==> src/rtl/scl_clkgen_pkg.sv <==
package scl_clkgen_pkg;
  typedef enum logic [1:0] {
    PH_IDLE = 2'd0,
    PH_LOW  = 2'd1,
    PH_HIGH = 2'd2
  } phase_t;

  localparam int CFG_W      = 19;
  localparam int DIV_W      = 8;
  localparam int EXP_W      = 3;
  localparam int EXP_LSB    = 16;
  localparam int HDIV_LSB   = 8;
  localparam int LDIV_LSB   = 0;
  localparam logic [DIV_W-1:0] DIV_SAT = 8'd255;
endpackage

==> src/rtl/scl_cfg_decode.sv <==
module scl_cfg_decode
  import scl_clkgen_pkg::*;
#(
  parameter int MAX_CKDIV = 5,
  parameter int OFFSET    = 4,
  parameter int CW        = 13
) (
  input  logic [CFG_W-1:0] cfg_word,
  output logic [CW-1:0]    lo_load,
  output logic [CW-1:0]    hi_load
);
  localparam logic [EXP_W-1:0] EXP_MAX = EXP_W'(MAX_CKDIV);
  localparam logic [CW-1:0]    OFF_M1  = CW'(OFFSET - 1);

  logic [EXP_W-1:0] exp_raw;
  logic             exp_sat;
  logic [EXP_W-1:0] exp_eff;
  logic [DIV_W-1:0] hdiv_eff;
  logic [DIV_W-1:0] ldiv_eff;

  assign exp_raw = cfg_word[EXP_LSB +: EXP_W];

  generate
    if (MAX_CKDIV < (2**EXP_W) - 1) begin : g_sat
      assign exp_sat = (exp_raw > EXP_MAX);
    end else begin : g_nosat
      assign exp_sat = 1'b0;
    end
  endgenerate

  always_comb begin
    exp_eff  = exp_sat ? EXP_MAX : exp_raw;
    hdiv_eff = exp_sat ? DIV_SAT : cfg_word[HDIV_LSB +: DIV_W];
    ldiv_eff = exp_sat ? DIV_SAT : cfg_word[LDIV_LSB +: DIV_W];
    lo_load  = (CW'(ldiv_eff) << exp_eff) + OFF_M1;
    hi_load  = (CW'(hdiv_eff) << exp_eff) + OFF_M1;
  end
endmodule

==> src/rtl/scl_phase_timer.sv <==
module scl_phase_timer #(
  parameter int CW = 13
) (
  input  logic          clk,
  input  logic          rst_n,
  input  logic          clr,
  input  logic          load,
  input  logic [CW-1:0] load_val,
  input  logic          step,
  output logic          zero
);
  logic [CW-1:0] cnt_q;
  logic [CW-1:0] cnt_d;
  logic          cnt_en;

  always_comb begin
    cnt_en = clr | load | step;
    cnt_d  = cnt_q;
    if (clr)
      cnt_d = '0;
    else if (load)
      cnt_d = load_val;
    else if (step)
      cnt_d = cnt_q - CW'(1);
  end

  always_ff @(posedge clk or negedge rst_n) begin
    if (!rst_n)
      cnt_q <= '0;
    else if (cnt_en)
      cnt_q <= cnt_d;
  end

  assign zero = (cnt_q == '0);
endmodule

==> src/rtl/scl_clkgen.sv <==
module scl_clkgen
  import scl_clkgen_pkg::*;
#(
  parameter int MAX_CKDIV = 5,
  parameter int OFFSET    = 4
) (
  input  logic             clk,
  input  logic             rst_n,
  input  logic             gen_en,
  input  logic [CFG_W-1:0] cfg_word,
  input  logic             scl_in,
  output logic             scl_pull_low,
  output logic             low_done,
  output logic             high_done
);
  localparam int CW = $clog2(255 * (2**MAX_CKDIV) + OFFSET + 1);

  // reset synchronizer: asynchronous assert, synchronous release
  logic [1:0] rsync_q;
  logic       core_rst_n;

  always_ff @(posedge clk or negedge rst_n) begin
    if (!rst_n)
      rsync_q <= 2'b00;
    else
      rsync_q <= {rsync_q[0], 1'b1};
  end
  assign core_rst_n = rsync_q[1];

  logic [CW-1:0] new_lo_load;
  logic [CW-1:0] new_hi_load;

  scl_cfg_decode #(
    .MAX_CKDIV (MAX_CKDIV),
    .OFFSET    (OFFSET),
    .CW        (CW)
  ) i_decode (
    .cfg_word (cfg_word),
    .lo_load  (new_lo_load),
    .hi_load  (new_hi_load)
  );

  phase_t        state_q, state_d;
  logic [CW-1:0] hi_len_q;
  logic          hi_len_we;
  logic          t_clr, t_load, t_step, t_zero;
  logic [CW-1:0] t_val;

  scl_phase_timer #(.CW(CW)) i_timer (
    .clk      (clk),
    .rst_n    (core_rst_n),
    .clr      (t_clr),
    .load     (t_load),
    .load_val (t_val),
    .step     (t_step),
    .zero     (t_zero)
  );

  // next-state logic
  always_comb begin
    state_d   = state_q;
    t_clr     = ~gen_en;
    t_load    = 1'b0;
    t_val     = new_lo_load;
    t_step    = 1'b0;
    hi_len_we = 1'b0;
    if (!gen_en) begin
      state_d = PH_IDLE;
    end else begin
      unique case (state_q)
        PH_IDLE: begin
          state_d   = PH_LOW;
          t_load    = 1'b1;
          hi_len_we = 1'b1;
        end
        PH_LOW: begin
          if (t_zero) begin
            state_d = PH_HIGH;
            t_load  = 1'b1;
            t_val   = hi_len_q;
          end else begin
            t_step = 1'b1;
          end
        end
        PH_HIGH: begin
          if (scl_in) begin
            if (t_zero) begin
              state_d   = PH_LOW;
              t_load    = 1'b1;
              hi_len_we = 1'b1;
            end else begin
              t_step = 1'b1;
            end
          end
        end
        default: state_d = PH_IDLE;
      endcase
    end
  end

  // registers
  always_ff @(posedge clk or negedge core_rst_n) begin
    if (!core_rst_n)
      state_q <= PH_IDLE;
    else
      state_q <= state_d;
  end

  always_ff @(posedge clk or negedge core_rst_n) begin
    if (!core_rst_n)
      hi_len_q <= '0;
    else if (hi_len_we)
      hi_len_q <= new_hi_load;
  end

  assign scl_pull_low = (state_q == PH_LOW);
  assign low_done     = gen_en & (state_q == PH_LOW) & t_zero;
  assign high_done    = gen_en & (state_q == PH_HIGH) & t_zero & scl_in;
endmodule

==> config.mk <==
export PLATFORM = sky130hd
export DESIGN_NAME = scl_clkgen
export DESIGN_NICKNAME = d
export VERILOG_FILES = /design/src/rtl/scl_clkgen_pkg.sv /design/src/rtl/scl_cfg_decode.sv /design/src/rtl/scl_phase_timer.sv /design/src/rtl/scl_clkgen.sv
export SDC_FILE = /design/constraint.sdc
export NUM_CORES = 1
export LEC_CHECK = 0
export ABC_AREA = 1
export BUFFER_PORTS_ARGS = -buffer_cell sky130_fd_sc_hd__buf_2
export CAP_MARGIN = 20
export CELL_PAD_IN_SITES_DETAIL_PLACEMENT = 0
export CELL_PAD_IN_SITES_GLOBAL_PLACEMENT = 1
export CORE_MARGIN = 4
export CORE_UTILIZATION = 45
export DETAILED_ROUTE_END_ITERATION = 12
export GPL_TIMING_DRIVEN = 0
export PLACE_DENSITY_LB_ADDON = 0.3
export SLEW_MARGIN = 25
export SYNTH_ARGS = -nofsm -noshare
export SYNTH_HDL_FRONTEND = slang
export SYNTH_SLANG_ARGS = --single-unit
==> constraint.sdc <==
create_clock -name clk -period 2.4 [get_ports clk]
set_input_delay 0.12 -clock clk [delete_from_list [all_inputs] [get_ports clk]]
set_output_delay 0.12 -clock clk [all_outputs]
set_load 0.03 [all_outputs]
==> reports/metrics.csv, run 1 <==
stage,metric,value,unit
timing,worst path setup slack after routing,229.2,ps
power,VDD IR max,0.7027,mV
worst_setup_path,"Data required, critical path",2580,ps
synthesis,Avg Synthesized Cell Area,5.932,um^2
placed_design,final weighted congestion in routability-driven placement,0.8134,
worst_setup_path,number of cells on the worst reg-to-reg path,14,
detailed_routing,final WL,7.559,mm
synthesis,number of register bits inferred by synthesis,30,
clock_tree,buffers inserted by post-CTS timing repair,0,
power,relative contribution of the clock network to total power,22.4,%
clock_tree,clock tree sinks,30,
worst_setup_path,capture point of the worst reg-to-reg path,i_timer.cnt_q[9],
global_routing,first-pass GRT wire length,12.99,mm
synthesis,synth top area cells,"sky130_fd_sc_hd__dfrtp_1 (26%), sky130_fd_sc_hd__nand2_1 (23%), sky130_fd_sc_hd__nand3_1 (12%)",
power,Combinational Power Share,46.0,%
timing,number of hold-slack violations in the final timing report,0,
power,proportion of total power due to net switching,43.53,%
worst_setup_path,type of the worst setup path,flip-flop to flip-flop,
power,total power density per cell area,872.1,mW/mm^2
placed_design,Detailed Place HPWL,5.934,mm
die,die boundary height,88.37,um
synthesis,synthesis warning total,0,
worst_setup_path,cell-by-cell listing of the critical path,"inv_1, ha_1, nand2_2, inv_1, nand2_2, nor2_4, nand3_1, nand3_1, nand3_1, buf_4, a21oi_1, nand2_1, nand2_1, nand2_1",
worst_setup_path,Crit-path slowest cell,sky130_fd_sc_hd__dfrtp_1,
synthesis,sequential element share of the synthesized area,25.83,%
run_status,status,"finished, final reports clean",
final_layout,final standard cell count with taps included and fillers excluded,598,
die,Cell Rows,29,
die,Placeable Area,0.006314,mm^2
final_layout,post-synthesis to final-layout area growth,13.30,%
detailed_routing,number of nets with antenna violations after routing,0,
worst_setup_path,element type at the critical path end,flip-flop,
power,design internal power,1622,uW
detailed_routing,average wire per cell in the routed design,12.64,um
power,proportion of power drawn by flip-flops and latches,31.6,%
worst_setup_path,startpoint type of the worst setup path,flip-flop,
placed_design,Post-Place Cell Area,0.003114,mm^2
timing,final number of setup-violating endpoints,0,
placed_design,I/O Buffers,22,
final_layout,filler instances,696,
run,max-capacitance violation count,0,
final_layout,"leading cell type in the layout, fill and taps excluded",sky130_fd_sc_hd__nand2_1,
timing,highest clock rate,0.4607,GHz
clock_tree,number of buffers between clock root and the deepest sink,2,
timing,Slew @ Worst Pin,642.2,ps
global_routing,overall track demand over capacity in global routing,20.80,%
worst_setup_path,arrival time of the worst setup path,2350,ps
final_layout,"Core Util, Final",52.16,%
global_routing,initial antenna violation count,0,
synthesis,xor and xnor fraction of the mapped netlist area,3.616,%
power,net load switching power,1250,uW
clock_tree,worst skew pair latency,280,ps
global_routing,largest net degree at the start of global routing,29,
synthesis,largest family of logic cells by synthesized area,simple AND/OR/NAND/NOR gates,
detailed_routing,Iteration-0 DRC Markers,229,
power,leakage power of the design,0.001755,uW
final_layout,antenna cell count,0,
worst_setup_path,CP max FO,10,
clock_tree,CTS HTree Levels,2,
detailed_routing,number of vias per cell,5.157,
synthesis,post-synthesis mux area share,0,%
timing,Final Cycle Share,90.45,%
detailed_routing,number of remaining DRC errors,0,
synthesis,"post-synthesis share of cell area spent on full adders, half adders and majority gates",3.013,%
final_layout,most used cells in the layout excluding fill and tap cells,"sky130_fd_sc_hd__nand2_1 (175), sky130_fd_sc_hd__nand3_1 (67), sky130_fd_sc_hd__nor2_1 (49)",
worst_setup_path,register-to-register setup slack,230,ps
placed_design,setup slack after placement,86.44,ps
timing,relative slew slack,57.19,%
clock_tree,Root Buffer,sky130_fd_sc_hd__clkbuf_8,
worst_setup_path,delay of the slowest cell on the worst path,380,ps
global_routing,number of global-route vias before repair,2876,
synthesis,"share of synthesized cell area in and, or, nand and nor gates",48.26,%
placed_design,number of instances in the placed design,589,
clock_tree,CTS tree,built,
die,overall die width,88.37,um
synthesis,share of the synthesized area in compound gates (AO/OA/AOI/OAI),9.341,%
final_layout,post-layout net count,550,
synthesis,library cell with the largest summed area after synthesis,sky130_fd_sc_hd__dfrtp_1,
clock_tree,CTS clock-pin slew for the worst setup and hold paths,70,ps
die,initial cell density of the core,46.04,%
die,area of the die,0.007808,mm^2
detailed_routing,total iterations of the first detailed-routing run,5,
synthesis,area of the mapped netlist,0.002907,mm^2
synthesis,"Net Count, Synth",520,
global_routing,sum of overflow across all layers after global routing,0,
synthesis,cells after synthesis,490,
worst_setup_path,reg-to-reg startpoint,i_timer.cnt_q[0],
timing,count of final max-slew check failures,0,
final_layout,layout cell share with drive strength beyond 1,14.40,%
synthesis,area share of the largest cell type after synthesis,25.83,%
die,number of top-level design ports,26,
timing,clock skew,7.899,ps
detailed_routing,Vias,3084,
final_layout,storage element area,752.0,um^2
timing,worst hold margin,146.6,ps
clock_tree,cts bufs inserted,5,
timing,"Min Clock Period, post-route",2171,ps
synthesis,post-synthesis cell type count,38,
worst_hold_path,worst min-delay path class,input pin to asynchronous set/reset pin,
final_layout,area taken by multi-input logic gates,0.001894,mm^2
final_layout,final cell area excluding filler cells,0.003293,mm^2
-- metal layers --
metal	track usage, %	vias to the layer above	wire length [um]
li1	-	1624	-
met1	29.83	1411	3695
met2	34.06	42	3569
met3	3.073	7	247
met4	2.885	0	47
met5	0	-	0
-- logic make-up (layout without fill, tap and decap cells) --
kind of cell               Yosys count  count (layout)
adders and majority gates            7               7
AOI/OAI and AO/OA                   48              48
xor gates and xnor gates            12              12
buffers and inverters               67              98
other                                1               1
and+or+nand+nor                    325             325
DFF                                 30              30
-- state kept, by name, summed over array words and instances (netlist names) --
register,cells
state_q,2
i_timer.cnt_q,13
hi_len_q,13
rsync_q,2
-- power groups by stage --
stage               clock network [uW]  registers [uW]  logic (uW)
global placement                     0             899        1260
CTS                                658             900        1290
detailed placement                   0             908        1270
finish                             643             907        1320
floorplan                            0             847        1020
global route                       679             937        1530
-- critical path, delay by kind of cell (launching register included) --
| kind | cells | cell delay [ps] |
|---|---|---|
| and+or+nand+nor | 9 | 870 |
| AOI/OAI and AO/OA | 1 | 170 |
| adders and majority gates | 1 | 210 |
| buffers and inverters | 3 | 430 |
| DFF | 1 | 380 |
-- cell usage after synthesis, drive strengths merged --
master / count
or2: 3
o21ai: 24
a31oi: 1
nand3: 69
a21boi: 2
xor2: 9
o31ai: 1
conb: 1
ha: 7
xnor2: 3
clkbuf: 4
inv: 52
nor2: 57
o22ai: 2
dfrtp: 30
clkinv: 1
nor3: 3
nand3b: 2
a32o: 1
nand4: 8
buf: 10
nand2: 182
o211ai: 1
and2: 1
a21oi: 16
-- layout make-up --
cell class              instances  share of cell area, %
multi-input cells             393                  57.52
flip-flops and latches         30                  22.83
inverters                      53                  6.117
repair buffers                 23                  3.647
well taps                      77                  2.926
plain buffers                  14                  2.622
clock buffers                   6                  2.508
clock inverters                 2                  1.824
-- through the flow --
| step | total power (uW) | setup TNS, ps |
|---|---|---|
| 2_1_floorplan | 1863 | 0 |
| 3_3_place_gp | 2158 | 0 |
| 6_report | 2872 | 0 |
| 5_1_grt | 3145 | -6.889 |
| 4_1_cts | 2846 | 0 |
| 3_5_place_dp | 2176 | 0 |
-- what timing repair did --
item                                    in CTS  in global routing
hold buffers                                 1                  0
endpoints found under the hold margin        2                  0
gates resized for setup                      0                  9
endpoints found under the setup margin       0                 14
-- worst max path at each step --
stage,from,to,slack (ps)
2_1_floorplan,i_timer.cnt_q[0],i_timer.cnt_q[9],580
3_3_place_gp,i_timer.cnt_q[0],i_timer.cnt_q[7],110
3_5_place_dp,i_timer.cnt_q[0],i_timer.cnt_q[7],90
4_1_cts,i_timer.cnt_q[0],i_timer.cnt_q[7],60
5_1_grt,i_timer.cnt_q[0],i_timer.cnt_q[10],-7
6_report,i_timer.cnt_q[0],i_timer.cnt_q[9],230
Note: power is estimated with default switching activity, not from simulation.
==> inputs of run 2 (changes only) <==
--- a/config.mk
+++ b/config.mk
@@ -11,11 +11,13 @@
 export CELL_PAD_IN_SITES_DETAIL_PLACEMENT = 0
 export CELL_PAD_IN_SITES_GLOBAL_PLACEMENT = 1
 export CORE_MARGIN = 4
-export CORE_UTILIZATION = 45
+export CORE_UTILIZATION = 46
 export DETAILED_ROUTE_END_ITERATION = 12
 export GPL_TIMING_DRIVEN = 0
 export PLACE_DENSITY_LB_ADDON = 0.3
+export SKIP_CTS_REPAIR_TIMING = 1
 export SLEW_MARGIN = 25
 export SYNTH_ARGS = -nofsm -noshare
 export SYNTH_HDL_FRONTEND = slang
+export SYNTH_HIERARCHICAL = 1
 export SYNTH_SLANG_ARGS = --single-unit
==> run 2 against run 1 <==
Compared with the run above: global-route usage down 0.051 points; sequential share of layout area down 2.7 points; via count up 9.9%; largest cell class unchanged; hold slack worse by 15 ps; area after synthesis up 15%; die area up 11%; cell count up 13%; critical path type is now flip-flop to primary output; clock power down 21%.
==> reports/metrics.csv, run 2 <==
stage,metric,value,unit
run_status,status,"finished, final reports clean",
synthesis,Avg Synthesized Cell Area,6.119,um^2
timing,clock skew,5.055,ps
placed_design,setup slack after placement,-232.6,ps
detailed_routing,number of vias per cell,5.007,
global_routing,sum of overflow across all layers after global routing,0,
global_routing,largest net degree at the start of global routing,29,
worst_setup_path,type of the worst setup path,flip-flop to primary output,
final_layout,"leading cell type in the layout, fill and taps excluded",sky130_fd_sc_hd__nand2_1,
final_layout,final cell area excluding filler cells,0.003729,mm^2
worst_setup_path,register-to-register setup slack,180,ps
synthesis,library cell with the largest summed area after synthesis,sky130_fd_sc_hd__nand2_1,
global_routing,initial antenna violation count,0,
final_layout,area taken by multi-input logic gates,0.002190,mm^2
timing,final number of setup-violating endpoints,0,
detailed_routing,Iteration-0 DRC Markers,179,
global_routing,overall track demand over capacity in global routing,20.75,%
final_layout,final standard cell count with taps included and fillers excluded,677,
die,initial cell density of the core,48.20,%
worst_setup_path,startpoint type of the worst setup path,flip-flop,
timing,number of hold-slack violations in the final timing report,0,
synthesis,predominant post-synthesis flop cell,sky130_fd_sc_hd__dfrtp_1,
final_layout,Regs by FF count,"hi_len_q (13), i_timer/cnt_q (13)",
final_layout,filler instances,707,
power,VDD IR max,0.3614,mV
die,overall die width,93.30,um
worst_setup_path,number of cells on the worst reg-to-reg path,14,
timing,Slew @ Worst Pin,627.3,ps
placed_design,number of instances in the placed design,667,
synthesis,synth top area cells,"sky130_fd_sc_hd__nand2_1 (24%), sky130_fd_sc_hd__dfrtp_1 (22%), sky130_fd_sc_hd__nand3_1 (9.7%)",
detailed_routing,number of nets with antenna violations after routing,0,
detailed_routing,total iterations of the first detailed-routing run,5,
global_routing,number of global-route vias before repair,3117,
clock_tree,clock tree sinks,30,
placed_design,I/O Buffers,24,
final_layout,post-layout net count,612,
worst_hold_path,worst min-delay path class,input pin to asynchronous set/reset pin,
timing,"Min Clock Period, post-route",2306,ps
detailed_routing,met2 wire length,3.640,mm
final_layout,most used cells in the layout excluding fill and tap cells,"sky130_fd_sc_hd__nand2_1 (211), sky130_fd_sc_hd__nand3_1 (65), sky130_fd_sc_hd__inv_1 (51)",
power,total power density per cell area,887.9,mW/mm^2
detailed_routing,sum of met3 wire segment lengths after detailed routing,434,um
clock_tree,number of buffers between clock root and the deepest sink,2,
clock_tree,CTS tree,built,
power,leakage power of the design,0.002116,uW
timing,worst path setup slack after routing,93.97,ps
synthesis,number of enable flip-flop cells after synthesis,0,
worst_setup_path,element type at the critical path end,primary output,
synthesis,area share of the largest cell type after synthesis,23.78,%
timing,highest clock rate,0.4336,GHz
synthesis,top cells by instance count after synthesis,"sky130_fd_sc_hd__nand2_1 (212), sky130_fd_sc_hd__nand3_1 (65), sky130_fd_sc_hd__inv_1 (53), sky130_fd_sc_hd__nor2_1 (50), sky130_fd_sc_hd__dfrtp_1 (30)",
synthesis,cells after synthesis,547,
final_layout,layout cell share with drive strength beyond 1,19.45,%
worst_setup_path,CP max FO,10,
synthesis,area of the mapped netlist,0.003347,mm^2
final_layout,storage element area,752.0,um^2
synthesis,sequential element share of the synthesized area,22.43,%
die,Placeable Area,0.006944,mm^2
placed_design,Post-Place Cell Area,0.003588,mm^2
synthesis,number of register bits inferred by synthesis,30,
synthesis,synthesis warning total,6,
clock_tree,CTS clock-pin slew for the worst setup and hold paths,70,ps
worst_setup_path,arrival time of the worst setup path,2190,ps
timing,Final Cycle Share,96.08,%
detailed_routing,average wire per cell in the routed design,12.46,um
detailed_routing,Vias,3390,
global_routing,first-pass GRT wire length,14.61,mm
synthesis,most frequent cell after synthesis,sky130_fd_sc_hd__nand2_1,
placed_design,final weighted congestion in routability-driven placement,0.8457,
worst_setup_path,"Data required, critical path",2280,ps
clock_tree,worst skew pair latency,290,ps
clock_tree,Root Buffer,sky130_fd_sc_hd__clkbuf_8,
timing,count of final max-slew check failures,0,
die,die boundary height,93.30,um
timing,worst hold margin,131.6,ps
die,area of the die,0.008705,mm^2
die,Cell Rows,30,
final_layout,post-synthesis to final-layout area growth,11.40,%
final_layout,antenna cell count,0,
run,max-capacitance violation count,0,
synthesis,fraction of synthesis flops using an asynchronous set or reset pin,100.0,%
die,number of top-level design ports,26,
synthesis,post-synthesis cell type count,36,
clock_tree,CTS HTree Levels,2,
detailed_routing,final WL,8.435,mm
detailed_routing,number of remaining DRC errors,0,
timing,relative slew slack,58.18,%
placed_design,Detailed Place HPWL,6.717,mm
detailed_routing,top routing layer used,met4,
synthesis,"Net Count, Synth",579,
timing,Setup Total Neg Slack,0,ps
detailed_routing,met1 wire length,4.333,mm
clock_tree,cts bufs inserted,5,
## run 2: changes by cell type in the layout (fill, tap and decap cells not counted), moves of 6 or more
| cell | previous run | this run |
|---|---|---|
| sky130_fd_sc_hd__a21oi_1 | 13 | 6 |
| sky130_fd_sc_hd__buf_6 | 2 | 10 |
| sky130_fd_sc_hd__inv_1 | 45 | 51 |
| sky130_fd_sc_hd__inv_2 | 6 | 12 |
| sky130_fd_sc_hd__nand2_1 | 175 | 211 |
| sky130_fd_sc_hd__nor2_4 | 2 | 9 |
## run 2: stage by stage
step	util [%]	total power, uW
2_1_floorplan	-	2330
3_3_place_gp	51.66	2702
3_5_place_dp	51.68	2728
4_1_cts	53.24	3251
5_1_grt	53.69	3677
6_report	53.69	3310
## run 2: final timing paths
check / start / endpoint
worst max-delay path: i_timer/cnt_q[0] / low_done
worst max register to register: i_timer/cnt_q[0] / i_timer/cnt_q[7]
worst min register to register: rsync_q[1] / hi_len_q[9]
max in group asynchronous: rsync_q[1] / i_timer/cnt_q[4]
min in group clk: gen_en / state_q[0]
worst min-delay path: rst_n / rsync_q[1]
## run 2: metal layers
metal | vias up | GRT usage (%)
li1 | 1784 | -
met1 | 1513 | 31.68
met2 | 88 | 31.92
met3 | 5 | 2.896
met4 | 0 | 2.198
met5 | - | 0
## run 2: kinds of logic (layout without fill, tap and decap cells)
| logic type | count (synthesis) | after routing | synth area share [%] |
|---|---|---|---|
| xor+xnor | 7 | 7 | 1.832 |
| simple gates | 382 | 382 | 53.35 |
| buf+inv | 82 | 116 | 12.56 |
| compound gates | 36 | 36 | 6.355 |
| other cells | 1 | 1 | 0.1120 |
| flops | 30 | 30 | 22.43 |
| fa+ha+maj | 9 | 9 | 3.365 |
## run 2: power by group
group | leakage, uW | internal, uW | switching [uW] | total (uW)
Sequential | 0.000384 | 701 | 168 | 869
Clock | 0.0000579 | 305 | 203 | 508
Combinational | 0.00167 | 696 | 1240 | 1930
Total | 0.00212 | 1700 | 1610 | 3310
## run 2: critical path, stage by stage, from the launching register on
cell,delay [ps]
sky130_fd_sc_hd__dfrtp_1,400
sky130_fd_sc_hd__inv_1,140
sky130_fd_sc_hd__ha_1,160
sky130_fd_sc_hd__nand3_1,120
sky130_fd_sc_hd__nor3_4,350
sky130_fd_sc_hd__buf_4,170
sky130_fd_sc_hd__nand2_2,90
sky130_fd_sc_hd__inv_2,110
sky130_fd_sc_hd__buf_6,150
sky130_fd_sc_hd__buf_2,200
## run 2: cell type report
class                   count  area share (%)
flip-flops and latches     30           20.17
repair buffers             26           3.691
well taps                  96           3.221
clock inverters             3           1.074
inverters                  63           6.342
clock buffers               5           1.846
plain buffers              19           4.933
multi-input cells         435           58.72
==> inputs of run 3 (changes only) <==
--- a/config.mk
+++ b/config.mk
@@ -5,16 +5,16 @@
 export SDC_FILE = /design/constraint.sdc
 export NUM_CORES = 1
 export LEC_CHECK = 0
-export ABC_AREA = 1
 export BUFFER_PORTS_ARGS = -buffer_cell sky130_fd_sc_hd__buf_2
 export CAP_MARGIN = 20
 export CELL_PAD_IN_SITES_DETAIL_PLACEMENT = 0
 export CELL_PAD_IN_SITES_GLOBAL_PLACEMENT = 1
 export CORE_MARGIN = 4
-export CORE_UTILIZATION = 46
+export CORE_UTILIZATION = 51
 export DETAILED_ROUTE_END_ITERATION = 12
 export GPL_TIMING_DRIVEN = 0
 export PLACE_DENSITY_LB_ADDON = 0.3
+export SETUP_SLACK_MARGIN = 0.5
 export SKIP_CTS_REPAIR_TIMING = 1
 export SLEW_MARGIN = 25
 export SYNTH_ARGS = -nofsm -noshare
==> run 3 against run 2 <==
Compared with the run above: non-clock buffer count rose by 15; cell count shrank 36%; utilization rose by 11 points; via count shrank 28%; flip-flop and latch count unchanged; area after synthesis fell by 12%; largest power group unchanged; clock skew grew 7.1 ps; global-route usage is 1.8 points lower.
==> reports/metrics.csv, run 3 <==
stage,metric,value,unit
run_status,status,"finished, final reports clean",
power,proportion of power drawn by flip-flops and latches,29.3,%
final_layout,post-synthesis to final-layout area growth,21.50,%
synthesis,top cells by instance count after synthesis,"sky130_fd_sc_hd__nor2_1 (31), sky130_fd_sc_hd__dfrtp_1 (30), sky130_fd_sc_hd__a21oi_1 (23), sky130_fd_sc_hd__mux2_4 (23), sky130_fd_sc_hd__xnor2_1 (21)",
placed_design,I/O Buffers,24,
die,Cell Rows,27,
synthesis,predominant post-synthesis flop cell,sky130_fd_sc_hd__dfrtp_1,
power,VDD IR max,0.5503,mV
worst_setup_path,CP max FO,6,
global_routing,first-pass GRT wire length,10.92,mm
die,initial cell density of the core,52.94,%
synthesis,fraction of synthesis flops using an asynchronous set or reset pin,100.0,%
die,number of top-level design ports,26,
power,relative contribution of the clock network to total power,13.6,%
clock_tree,Root Buffer,sky130_fd_sc_hd__clkbuf_8,
final_layout,antenna cell count,0,
synthesis,sequential element share of the synthesized area,25.60,%
power,proportion of total power due to net switching,38.87,%
synthesis,number of register bits inferred by synthesis,30,
detailed_routing,number of nets with antenna violations after routing,0,
timing,"Min Clock Period, post-route",2318,ps
placed_design,final weighted congestion in routability-driven placement,0.9197,
synthesis,synthesis warning total,6,
timing,relative slew slack,57.09,%
synthesis,cells after synthesis,311,
timing,Slew @ Worst Pin,643.6,ps
detailed_routing,number of remaining DRC errors,0,
placed_design,Detailed Place HPWL,5.115,mm
power,post-layout total power,3084,uW
final_layout,"Core Util, Final",64.32,%
global_routing,initial antenna violation count,0,
detailed_routing,final WL,6.899,mm
global_routing,sum of overflow across all layers after global routing,0,
run,max-capacitance violation count,0,
power,leakage power of the design,0.001560,uW
worst_setup_path,startpoint type of the worst setup path,flip-flop,
synthesis,synth top area cells,"sky130_fd_sc_hd__dfrtp_1 (26%), sky130_fd_sc_hd__mux2_4 (12%), sky130_fd_sc_hd__xnor2_1 (6.3%)",
die,die boundary height,83.83,um
die,Placeable Area,0.005540,mm^2
worst_setup_path,element type at the critical path end,flip-flop,
timing,worst hold margin,170.1,ps
final_layout,most used cells in the layout excluding fill and tap cells,"sky130_fd_sc_hd__nor2_1 (29), sky130_fd_sc_hd__dfrtp_1 (27), sky130_fd_sc_hd__mux2_4 (24)",
timing,Setup Total Neg Slack,0,ps
synthesis,library cell with the largest summed area after synthesis,sky130_fd_sc_hd__dfrtp_1,
clock_tree,cts bufs inserted,5,
final_layout,layout cell share with drive strength beyond 1,39.23,%
synthesis,area of the mapped netlist,0.002933,mm^2
timing,setup repair after global routing missed its margin,true,
timing,final number of setup-violating endpoints,0,
detailed_routing,average wire per cell in the routed design,15.90,um
synthesis,most frequent cell after synthesis,sky130_fd_sc_hd__nor2_1,
timing,count of final max-slew check failures,0,
synthesis,Avg Synthesized Cell Area,9.430,um^2
clock_tree,clock tree sinks,30,
synthesis,number of enable flip-flop cells after synthesis,0,
worst_setup_path,register-to-register setup slack,80,ps
global_routing,number of global-route vias before repair,2356,
worst_setup_path,arrival time of the worst setup path,2460,ps
power,net load switching power,1199,uW
clock_tree,CTS clock-pin slew for the worst setup and hold paths,70,ps
timing,number of hold-slack violations in the final timing report,0,
clock_tree,number of buffers between clock root and the deepest sink,2,
detailed_routing,total iterations of the first detailed-routing run,4,
synthesis,area share of the largest cell type after synthesis,25.60,%
worst_setup_path,"Data required, critical path",2550,ps
timing,highest clock rate,0.4315,GHz
detailed_routing,Iteration-0 DRC Markers,70,
die,area of the die,0.007027,mm^2
worst_hold_path,worst min-delay path class,input pin to asynchronous set/reset pin,
power,Combinational Power Share,57.1,%
clock_tree,CTS tree,built,
clock_tree,CTS HTree Levels,2,
timing,clock skew,12.20,ps
placed_design,Post-Place Cell Area,0.003211,mm^2
power,design internal power,1885,uW
final_layout,post-layout net count,393,
die,overall die width,83.83,um
synthesis,"Net Count, Synth",343,
detailed_routing,number of vias per cell,5.608,
clock_tree,worst skew pair latency,280,ps
power,total power density per cell area,865.4,mW/mm^2
detailed_routing,Vias,2434,
global_routing,largest net degree at the start of global routing,29,
global_routing,overall track demand over capacity in global routing,18.94,%
worst_setup_path,type of the worst setup path,flip-flop to flip-flop,
final_layout,filler instances,476,
synthesis,post-synthesis cell type count,66,
timing,Final Cycle Share,96.57,%
final_layout,final cell area excluding filler cells,0.003563,mm^2
final_layout,Regs by FF count,"hi_len_q (13), i_timer/cnt_q (13)",
final_layout,"leading cell type in the layout, fill and taps excluded",sky130_fd_sc_hd__nor2_1,
==> run 3: cell types whose count changed after synthesis, sizes merged, moves of 8 or more <==
cell / before / now
mux2: 0 / 35
mux2i: 0 / 15
a21oi: 8 / 24
nand2b: 0 / 9
nand2: 226 / 11
inv: 63 / 14
nand3: 71 / 8
nor2: 71 / 33
o21ai: 20 / 10
o21a: 0 / 8
xnor2: 0 / 21
==> run 3: cells by family after synthesis <==
kind of cell	count (synthesis)	share of synthesized area [%]
AOI/OAI and AO/OA	72	17.79
xor gates and xnor gates	25	7.466
adders and majority gates	9	3.840
buffers and inverters	31	5.631
DFF	30	25.60
muxes	50	21.50
other	1	0.1279
and+or+nand+nor	93	18.05
==> run 3: path summary, 6_finish.rpt <==
kind | from | endpoint | depth (start not counted)
hold / removal | rst_n | rsync_q[1] | 2
max in group asynchronous | rsync_q[1] | i_timer/cnt_q[1] | 0
min in group clk | gen_en | state_q[1] | 3
setup / recovery | i_timer/cnt_q[7] | i_timer/cnt_q[10] | 11
setup reg to reg | i_timer/cnt_q[7] | i_timer/cnt_q[10] | 11
hold reg to reg | rsync_q[1] | i_timer/cnt_q[9] | 0
==> run 3: critical path, stage by stage (launching register included) <==
cell and delay, ps:
sky130_fd_sc_hd__dfrtp_1 430, sky130_fd_sc_hd__nor3_2 240, sky130_fd_sc_hd__nand3_2 150, sky130_fd_sc_hd__nor2_4 120, sky130_fd_sc_hd__and3_4 240, sky130_fd_sc_hd__nand3_4 100, sky130_fd_sc_hd__buf_12 150, sky130_fd_sc_hd__buf_4 130
sky130_fd_sc_hd__mux2_4 310, sky130_fd_sc_hd__a21oi_2 140, sky130_fd_sc_hd__nor2_1 50, sky130_fd_sc_hd__o2bb2ai_1 130
==> run 3: area by class of cell <==
class                   instances  area [um^2]  area share, %
clock inverters                 2        12.51         0.3511
multi-input cells             250         2113          59.30
well taps                      72        90.09          2.528
flip-flops and latches         30        754.5          21.17
plain buffers                  17        151.4          4.249
clock buffers                   6        82.58          2.317
inverters                      14        52.55          1.475
repair buffers                 43        306.5          8.603
==> run 3: stage by stage <==
step           worst slack, ps  std cells
3_3_place_gp            -103.3        407
6_report                 82.42        434
4_1_cts                 -70.02        415
2_1_floorplan            120.9        311
5_1_grt                 -9.365        434
3_5_place_dp            -111.5        407
==> run 3: power groups by stage <==
| stage | Clock (uW) | Sequential, uW | Combinational, uW |
|---|---|---|---|
| after floorplan | 0 | 841 | 1230 |
| after global placement | 0 | 886 | 1440 |
| after detailed placement | 0 | 893 | 1450 |
| final | 418 | 904 | 1760 |
| after global routing | 461 | 936 | 1910 |
| after CTS | 433 | 886 | 1460 |
==> run 3: per-layer routing <==
layer	GRT usage, %	routed length [um]
met1	23.22	3120
met2	33.19	3536
met3	2.567	134
met4	7.749	108
met5	0	0
